$ cat config.mk
export PLATFORM = sky130hd
export DESIGN_NAME = ide_busmaster_regs
export DESIGN_NICKNAME = d
export VERILOG_FILES = /design/src/rtl/ide_bm_pkg.sv /design/src/rtl/ide_bm_chan.sv /design/src/rtl/ide_bm_ptr.sv /design/src/rtl/ide_bm_rdmux.sv /design/src/rtl/ide_busmaster_regs.sv
export SDC_FILE = /design/constraint.sdc
export NUM_CORES = 1
export LEC_CHECK = 0
export BUFFER_PORTS_ARGS = -buffer_cell sky130_fd_sc_hd__buf_2
export CORE_MARGIN = 3
export CORE_UTILIZATION = 40
export DETAILED_ROUTE_END_ITERATION = 6
export SETUP_SLACK_MARGIN = 0.2
export SLEW_MARGIN = 20
export SYNTH_ARGS = -nofsm -noshare
export SYNTH_HDL_FRONTEND = slang
export SYNTH_SLANG_ARGS = --single-unit
$ cat constraint.sdc
create_clock -name clk -period 2.5 [get_ports clk]
set_input_delay 0.375 -clock clk [delete_from_list [all_inputs] [get_ports clk]]
set_output_delay 0.375 -clock clk [all_outputs]
set_load 0.05 [all_outputs]
$ cat src/rtl/ide_bm_pkg.sv
package ide_bm_pkg;

    typedef enum logic [1:0] {
        SZ_BYTE = 2'd0,
        SZ_HALF = 2'd1,
        SZ_WORD = 2'd2,
        SZ_WIDE = 2'd3
    } io_size_e;

    localparam int SLICE_BYTES = 8;
    localparam int CMD_OFF     = 0;
    localparam int STS_OFF     = 2;

    localparam int CMD_START_BIT = 0;
    localparam int CMD_DIR_BIT   = 3;

    localparam int ST_ACT_BIT = 0;
    localparam int ST_ERR_BIT = 1;
    localparam int ST_IRQ_BIT = 2;
    localparam logic [7:0] ST_RW_MASK = 8'h60;

    function automatic logic [31:0] size_mask(io_size_e s);
        case (s)
            SZ_BYTE: return 32'h0000_00FF;
            SZ_HALF: return 32'h0000_FFFF;
            default: return 32'hFFFF_FFFF;
        endcase
    endfunction

    function automatic int size_bytes(io_size_e s);
        case (s)
            SZ_BYTE: return 1;
            SZ_HALF: return 2;
            default: return 4;
        endcase
    endfunction

    typedef struct packed {
        logic       start;
        logic       dir;
        logic [7:0] sts;
    } chan_state_t;

    typedef struct packed {
        logic [31:0] ptr;
    } ptr_state_t;

endpackage

$ cat src/rtl/ide_bm_chan.sv
module ide_bm_chan
    import ide_bm_pkg::*;
(
    input  logic       clk,
    input  logic       rst_n,
    input  logic       cmd_we,
    input  logic       sts_we,
    input  logic [7:0] wbyte,
    input  logic       eng_active,
    input  logic       eng_irq,
    input  logic       eng_err,
    output logic       start,
    output logic       dir,
    output logic [7:0] sts
);

    chan_state_t st_d, st_q;

    always_comb begin
        st_d = st_q;
        st_d.sts[ST_ACT_BIT] = eng_active;
        if (cmd_we) begin
            st_d.start = wbyte[CMD_START_BIT];
            st_d.dir   = wbyte[CMD_DIR_BIT];
        end
        if (sts_we) begin
            st_d.sts[6:5] = wbyte[6:5];
            st_d.sts[ST_IRQ_BIT:ST_ERR_BIT] =
                st_q.sts[ST_IRQ_BIT:ST_ERR_BIT] & ~wbyte[ST_IRQ_BIT:ST_ERR_BIT];
        end
        if (eng_irq) st_d.sts[ST_IRQ_BIT] = 1'b1;
        if (eng_err) st_d.sts[ST_ERR_BIT] = 1'b1;
        st_d.sts[7] = 1'b0;
        st_d.sts[4] = 1'b0;
        st_d.sts[3] = 1'b0;
    end

    always_ff @(posedge clk) begin
        if (!rst_n) st_q <= '0;
        else        st_q <= st_d;
    end

    assign start = st_q.start;
    assign dir   = st_q.dir;
    assign sts   = st_q.sts;

    // command write lands on the start output next cycle
    a_r5_cmd_start: assert property (@(posedge clk) disable iff (!rst_n)
        cmd_we |=> (start == $past(wbyte[CMD_START_BIT])));

    // writing one clears the interrupt flag when no event competes
    a_r8_w1c_irq: assert property (@(posedge clk) disable iff (!rst_n)
        (sts_we && wbyte[ST_IRQ_BIT] && !eng_irq) |=> !sts[ST_IRQ_BIT]);

    // an event always leaves its flag set
    a_r9_irq_wins: assert property (@(posedge clk) disable iff (!rst_n)
        eng_irq |=> sts[ST_IRQ_BIT]);

    a_r9_err_wins: assert property (@(posedge clk) disable iff (!rst_n)
        eng_err |=> sts[ST_ERR_BIT]);

endmodule

$ cat src/rtl/ide_bm_ptr.sv
module ide_bm_ptr
    import ide_bm_pkg::*;
(
    input  logic        clk,
    input  logic        rst_n,
    input  logic        we,
    input  logic [1:0]  off,
    input  io_size_e    size,
    input  logic [31:0] wdata,
    output logic [31:0] ptr
);

    ptr_state_t ps_d, ps_q;
    int         nbytes;
    int         lane;

    always_comb begin
        ps_d   = ps_q;
        nbytes = size_bytes(size);
        lane   = 0;
        for (int j = 0; j < 4; j++) begin
            lane = int'(off) + j;
            if (we && (j < nbytes) && (lane < 4)) begin
                ps_d.ptr[{lane[1:0], 3'b000} +: 8] = wdata[8*j +: 8];
            end
        end
        ps_d.ptr[1:0] = 2'b00;
    end

    always_ff @(posedge clk) begin
        if (!rst_n) ps_q <= '0;
        else        ps_q <= ps_d;
    end

    assign ptr = ps_q.ptr;

    // an aligned word write loads the whole pointer, low bits dropped
    a_r10_word_load: assert property (@(posedge clk) disable iff (!rst_n)
        (we && size == SZ_WORD && off == 2'd0) |=> (ptr == {$past(wdata[31:2]), 2'b00}));

endmodule

$ cat src/rtl/ide_bm_rdmux.sv
module ide_bm_rdmux
    import ide_bm_pkg::*;
#(
    parameter int NUM_CH = 2,
    parameter int AW     = 4
) (
    input  logic [AW-1:0]                addr,
    input  io_size_e                     size,
    input  logic [NUM_CH-1:0][7:0]       cmd_b,
    input  logic [NUM_CH-1:0][7:0]       sts_b,
    input  logic [NUM_CH-1:0][31:0]      ptr_w,
    output logic [31:0]                  rdata
);

    localparam int CHW = AW - 3;

    logic [CHW-1:0] ch;
    logic [1:0]     off;
    logic [31:0]    mask;

    always_comb begin
        ch    = addr[AW-1:3];
        off   = addr[1:0];
        mask  = size_mask(size);
        rdata = mask;
        if (int'(ch) < NUM_CH) begin
            if (addr[2]) begin
                rdata = (ptr_w[ch] >> {off, 3'b000}) & mask;
            end else if (size == SZ_BYTE) begin
                case (int'(off))
                    CMD_OFF: rdata = {24'h0, cmd_b[ch]};
                    STS_OFF: rdata = {24'h0, sts_b[ch]};
                    default: rdata = 32'h0000_00FF;
                endcase
            end
        end
    end

endmodule

$ cat src/rtl/ide_busmaster_regs.sv
module ide_busmaster_regs
    import ide_bm_pkg::*;
#(
    parameter  int NUM_CH = 2,
    localparam int AW     = $clog2(NUM_CH * SLICE_BYTES)
) (
    input  logic                  clk,
    input  logic                  rst_n,
    input  logic [AW-1:0]         io_addr,
    input  logic [1:0]            io_size,
    input  logic                  io_wr,
    input  logic [31:0]           io_wdata,
    output logic [31:0]           io_rdata,
    input  logic [NUM_CH-1:0]     eng_active,
    input  logic [NUM_CH-1:0]     eng_irq,
    input  logic [NUM_CH-1:0]     eng_err,
    output logic [NUM_CH-1:0]     ch_start,
    output logic [NUM_CH-1:0]     ch_dir,
    output logic [NUM_CH*32-1:0]  ch_ptr
);

    localparam int CHW = AW - 3;

    io_size_e                 size_e;
    logic [CHW-1:0]           ch_sel;
    logic [1:0]               off;
    logic [NUM_CH-1:0][7:0]   cmd_b;
    logic [NUM_CH-1:0][7:0]   sts_b;
    logic [NUM_CH-1:0][31:0]  ptr_w;
    logic [31:0]              rdata_d, rdata_q;

    assign size_e = io_size_e'(io_size);
    assign ch_sel = io_addr[AW-1:3];
    assign off    = io_addr[1:0];

    for (genvar i = 0; i < NUM_CH; i++) begin : g_ch
        logic hit, cmd_we, sts_we, ptr_we;

        assign hit    = io_wr && (ch_sel == CHW'(i));
        assign cmd_we = hit && !io_addr[2] && (size_e == SZ_BYTE) && (off == 2'(CMD_OFF));
        assign sts_we = hit && !io_addr[2] && (size_e == SZ_BYTE) && (off == 2'(STS_OFF));
        assign ptr_we = hit && io_addr[2];

        ide_bm_chan u_chan (
            .clk        (clk),
            .rst_n      (rst_n),
            .cmd_we     (cmd_we),
            .sts_we     (sts_we),
            .wbyte      (io_wdata[7:0]),
            .eng_active (eng_active[i]),
            .eng_irq    (eng_irq[i]),
            .eng_err    (eng_err[i]),
            .start      (ch_start[i]),
            .dir        (ch_dir[i]),
            .sts        (sts_b[i])
        );

        ide_bm_ptr u_ptr (
            .clk   (clk),
            .rst_n (rst_n),
            .we    (ptr_we),
            .off   (off),
            .size  (size_e),
            .wdata (io_wdata),
            .ptr   (ptr_w[i])
        );

        always_comb begin
            cmd_b[i] = 8'h00;
            cmd_b[i][CMD_START_BIT] = ch_start[i];
            cmd_b[i][CMD_DIR_BIT]   = ch_dir[i];
        end

        assign ch_ptr[32*i +: 32] = ptr_w[i];
    end

    ide_bm_rdmux #(
        .NUM_CH (NUM_CH),
        .AW     (AW)
    ) u_rdmux (
        .addr  (io_addr),
        .size  (size_e),
        .cmd_b (cmd_b),
        .sts_b (sts_b),
        .ptr_w (ptr_w),
        .rdata (rdata_d)
    );

    always_ff @(posedge clk) begin
        if (!rst_n) rdata_q <= '0;
        else        rdata_q <= rdata_d;
    end

    assign io_rdata = rdata_q;

    // halfword access to the command/status area reads as ones
    a_r3_half_ones: assert property (@(posedge clk) disable iff (!rst_n)
        (!io_addr[2] && io_size == 2'd1) |=> (io_rdata == 32'h0000_FFFF));

    // wide writes to the command/status area leave the command bits alone
    a_r4_wide_dropped: assert property (@(posedge clk) disable iff (!rst_n)
        (io_wr && !io_addr[2] && io_size != 2'd0) |=> ($stable(ch_start) && $stable(ch_dir)));

endmodule

==> run metrics <==
Die X-Extent=143 um; final setup vio count=0; Mapped Cells=960; number of synthesized flops with an enable pin=0; Synth top area share=approximately 28%; P_int=approximately 2.9 mW; die area=just over 0.02 mm2; I/O pin cnt=147; power per standard cell area=~460 mW/mm2; largest area contributor in the netlist=dfxtp_1; TritonRoute pass-1 iters=6; Primary FF master, synth=dfxtp_1; Final Hold Viols=0; CTS Sinks=106; pre-CTS WS=-0.269 ns; worst hold stages=2; status=finished clean; diode count=0; CP Data Required Time=~2.7 ns; final HPWL from detailed placement=29.6 mm; Clock Power Share=between 30% and 40%; CTS max path bufs=2; largest net degree at the start of global routing=36; Final Cycle Share=87.6%; fin area=between 0.009 and 0.01 mm2; switching part of the total power=34.4%; Psw=1.51 mW; slew of the pin with the lowest slew margin=~0.68 ns; worst reg-to-reg path cell count=5; CTS tree=built; area grow syn2layout=25.4%; Reg power frac=between 40 and 50%; Combinational Power Share=between 20% and 30%; Avg Cell Area, Syn=7.87 um2; top post-synthesis cells by area=dfxtp_1 (28%), nand2_1 (5.1%), o21ai_0 (4.6%); cts hold-fix bufs=0; share of post-route cells with drive strength above 1=approximately 28%; worst r2r src=g_ch[0].u_ptr.ptr[19]$_SDFF_PN0_; RSZ-0062 raised after global routing=false; dpl cell area=slightly above 0.009 mm2; top cells by count, synth=dfxtp_1 (106), nand2_1 (103), o21ai_0 (69); DR WL/cell=around 27 um; vias=~9k; Slew Limit Fails=0; Port Buffers=142; clock-pin transition on the worst setup and hold timing paths=around 0.080 ns; synthesized flop and latch total=approximately 110; Final Wtd Congestion=about 1.1; total grt overflow=0; number of vias per cell=6.44; register area share after synthesis=28.1%; crit path launch type=primary input; Max IR drop VDD=approximately 0.31 mV; CP Max Fanout=5; Mapped Area=between 0.007 and 0.008 mm2; Hold Path Class=primary input to register; First DRT Iteration DRCs=around 1.1k; core area=between 0.015 and 0.02 mm2; Post-synth ARST share=0%; most common cell in the netlist=dfxtp_1; initial antenna violation count=0; skew final=between 0.01 and 0.015 ns; vias in the first global route=between 8k and 9k; distinct cell type count of the synthesized netlist=just over 80; CTS Buf Count=9; Post-DRT Antenna Nets=0; Critical Path AT=roughly 2.4 ns; Ys Warns=0; Initial Util=41.4%; clk_lat worst skew=~0.36 ns; Final TNS setup=0 ns; headroom to the max-slew limit=roughly 54%; WHS Endpoint=g_ch[0].u_chan.sts[0]$_SDFF_PN0_; clock period minus worst slack=about 2.2 ns; worst setup path class=primary input to register; Root Buffer=clkbuf_16; worst reg-to-reg setup slack=0.98 ns; Leak=3.91 nW; die height=approximately 140 um; Peak Freq=around 460 MHz; global-route usage over all layers=about 36%; overall routed net length=between 30 and 40 mm; Max Cap Viol=0; residual DRC count=0; Setup WS post-layout=just over 0.3 ns; Worst R2R End=io_rdata[3]$_SDFF_PN0_; Worst Min Path Start=eng_active[0]; final layout net count=between 1k and 1.5k; site row count=49; crit path capture type=register; first-pass GRT wire length=between 50 and 60 mm; # H-tree levels=3
routing by layer:
metal / GRT usage, % / wire, um / share of wire, %
met5: 0 / 0 / 0
met4: 14.4 / 1580 / 4.2
met3: 9.28 / 4160 / 11
met2: 55.3 / 16400 / 44
met1: 47.7 / 15400 / 41
logic make-up (layout without fill, tap and decap cells):
| group | after synthesis | in the layout | share of synthesized area, % |
|---|---|---|---|
| AOI/OAI and AO/OA | 334 | 334 | 29.8 |
| adders and majority gates | 10 | 10 | 1.66 |
| buffers and inverters | 100 | 301 | 7.15 |
| DFF | 106 | 106 | 28.1 |
| muxes | 44 | 44 | 8.05 |
| other | 1 | 4 | 0.0496 |
| and+or+nand+nor | 365 | 365 | 25.2 |
through the flow:
stage	hold WS [ns]	std cells	utilization, %	power, mW
3_5_place_dp	0.471	1377	50.1	2.84
3_3_place_gp	0.463	1377	50.1	2.85
6_report	0.212	1393	51.9	4.39
2_1_floorplan	0.453	963	-	2.43
5_1_grt	0.213	1393	51.9	4.52
4_1_cts	0.205	1393	51.8	4.38
worst max-delay path: stages:
cell and delay [ns]:
buf_2 0.12, nor2_1 0.17, inv_1 0.08, ha_1 0.38, buf_4 0.18, nand4bb_1 0.24
nor2_1 0.27, a211oi_1 0.11, a2111oi_2 0.40, nor2_1 0.10
worst max-delay path by stage:
stage / from / to / cells past startpoint
after global routing: io_size[1] / g_ch[0].u_ptr.ptr[13]$_SDFF_PN0_ / 11
after detailed placement: io_addr[1] / g_ch[1].u_ptr.ptr[9]$_SDFF_PN0_ / 8
final: io_size[1] / g_ch[1].u_ptr.ptr[9]$_SDFF_PN0_ / 10
after floorplan: io_addr[0] / g_ch[1].u_ptr.ptr[8]$_SDFF_PN0_ / 11
after CTS: io_size[1] / g_ch[1].u_ptr.ptr[9]$_SDFF_PN0_ / 10
after global placement: io_addr[1] / g_ch[1].u_ptr.ptr[9]$_SDFF_PN0_ / 8
layout by cell type, fill, tap and decap left out, types with 7 or more instances in the layout:
cell type  count
o221ai_1       7
buf_4        125
a21oi_1       67
o21a_1        19
and3_1        21
ha_1           9
o21ai_1       21
nand2_1      103
buf_2        142
nor2b_1       21
nand2b_1      10
nor3_1        16
a31oi_1       17
o21ai_0       69
o31ai_1        7
o32ai_1        7
mux4_2        13
a22oi_1       16
inv_1          7
nand4_1       19
clkbuf_16      9
a211oi_1      11
a221oi_1      19
mux2i_1       27
and2_1        19
a32oi_1       13
dfxtp_1      106
nand3_1       49
nor2_1        63
sequential cells by signal, indices dropped and copies added (netlist names):
signal             cells
g_ch.u_chan.sts       10
g_ch.u_chan.start      2
io_rdata              32
g_ch.u_chan.dir        2
g_ch.u_ptr.ptr        60
repair_timing:
action	CTS	global route
endpoints found under the setup margin	1	1
setup buffers	0	0
resized for setup	2	1
power groups by stage:
stage / clock network [mW] / registers (mW) / logic [mW]
floorplan: 0 / 1.95 / 0.478
detailed placement: 0 / 1.80 / 1.04
global placement: 0 / 1.80 / 1.04
CTS: 1.57 / 1.76 / 1.04
global route: 1.64 / 1.77 / 1.12
finish: 1.55 / 1.76 / 1.07
final cells by class:
| class | instances | area, um2 |
|---|---|---|
| clock buffer | 9 | 225 |
| clock inverter | 7 | 93.8 |
| fill | 1848 | 8800 |
| inverter | 12 | 52.6 |
| multi-input combinational | 757 | 4920 |
| sequential | 106 | 2120 |
| tap | 229 | 287 |
| timing repair buffer | 273 | 1770 |
No activity file was read; power rests on OpenSTA's default activity.
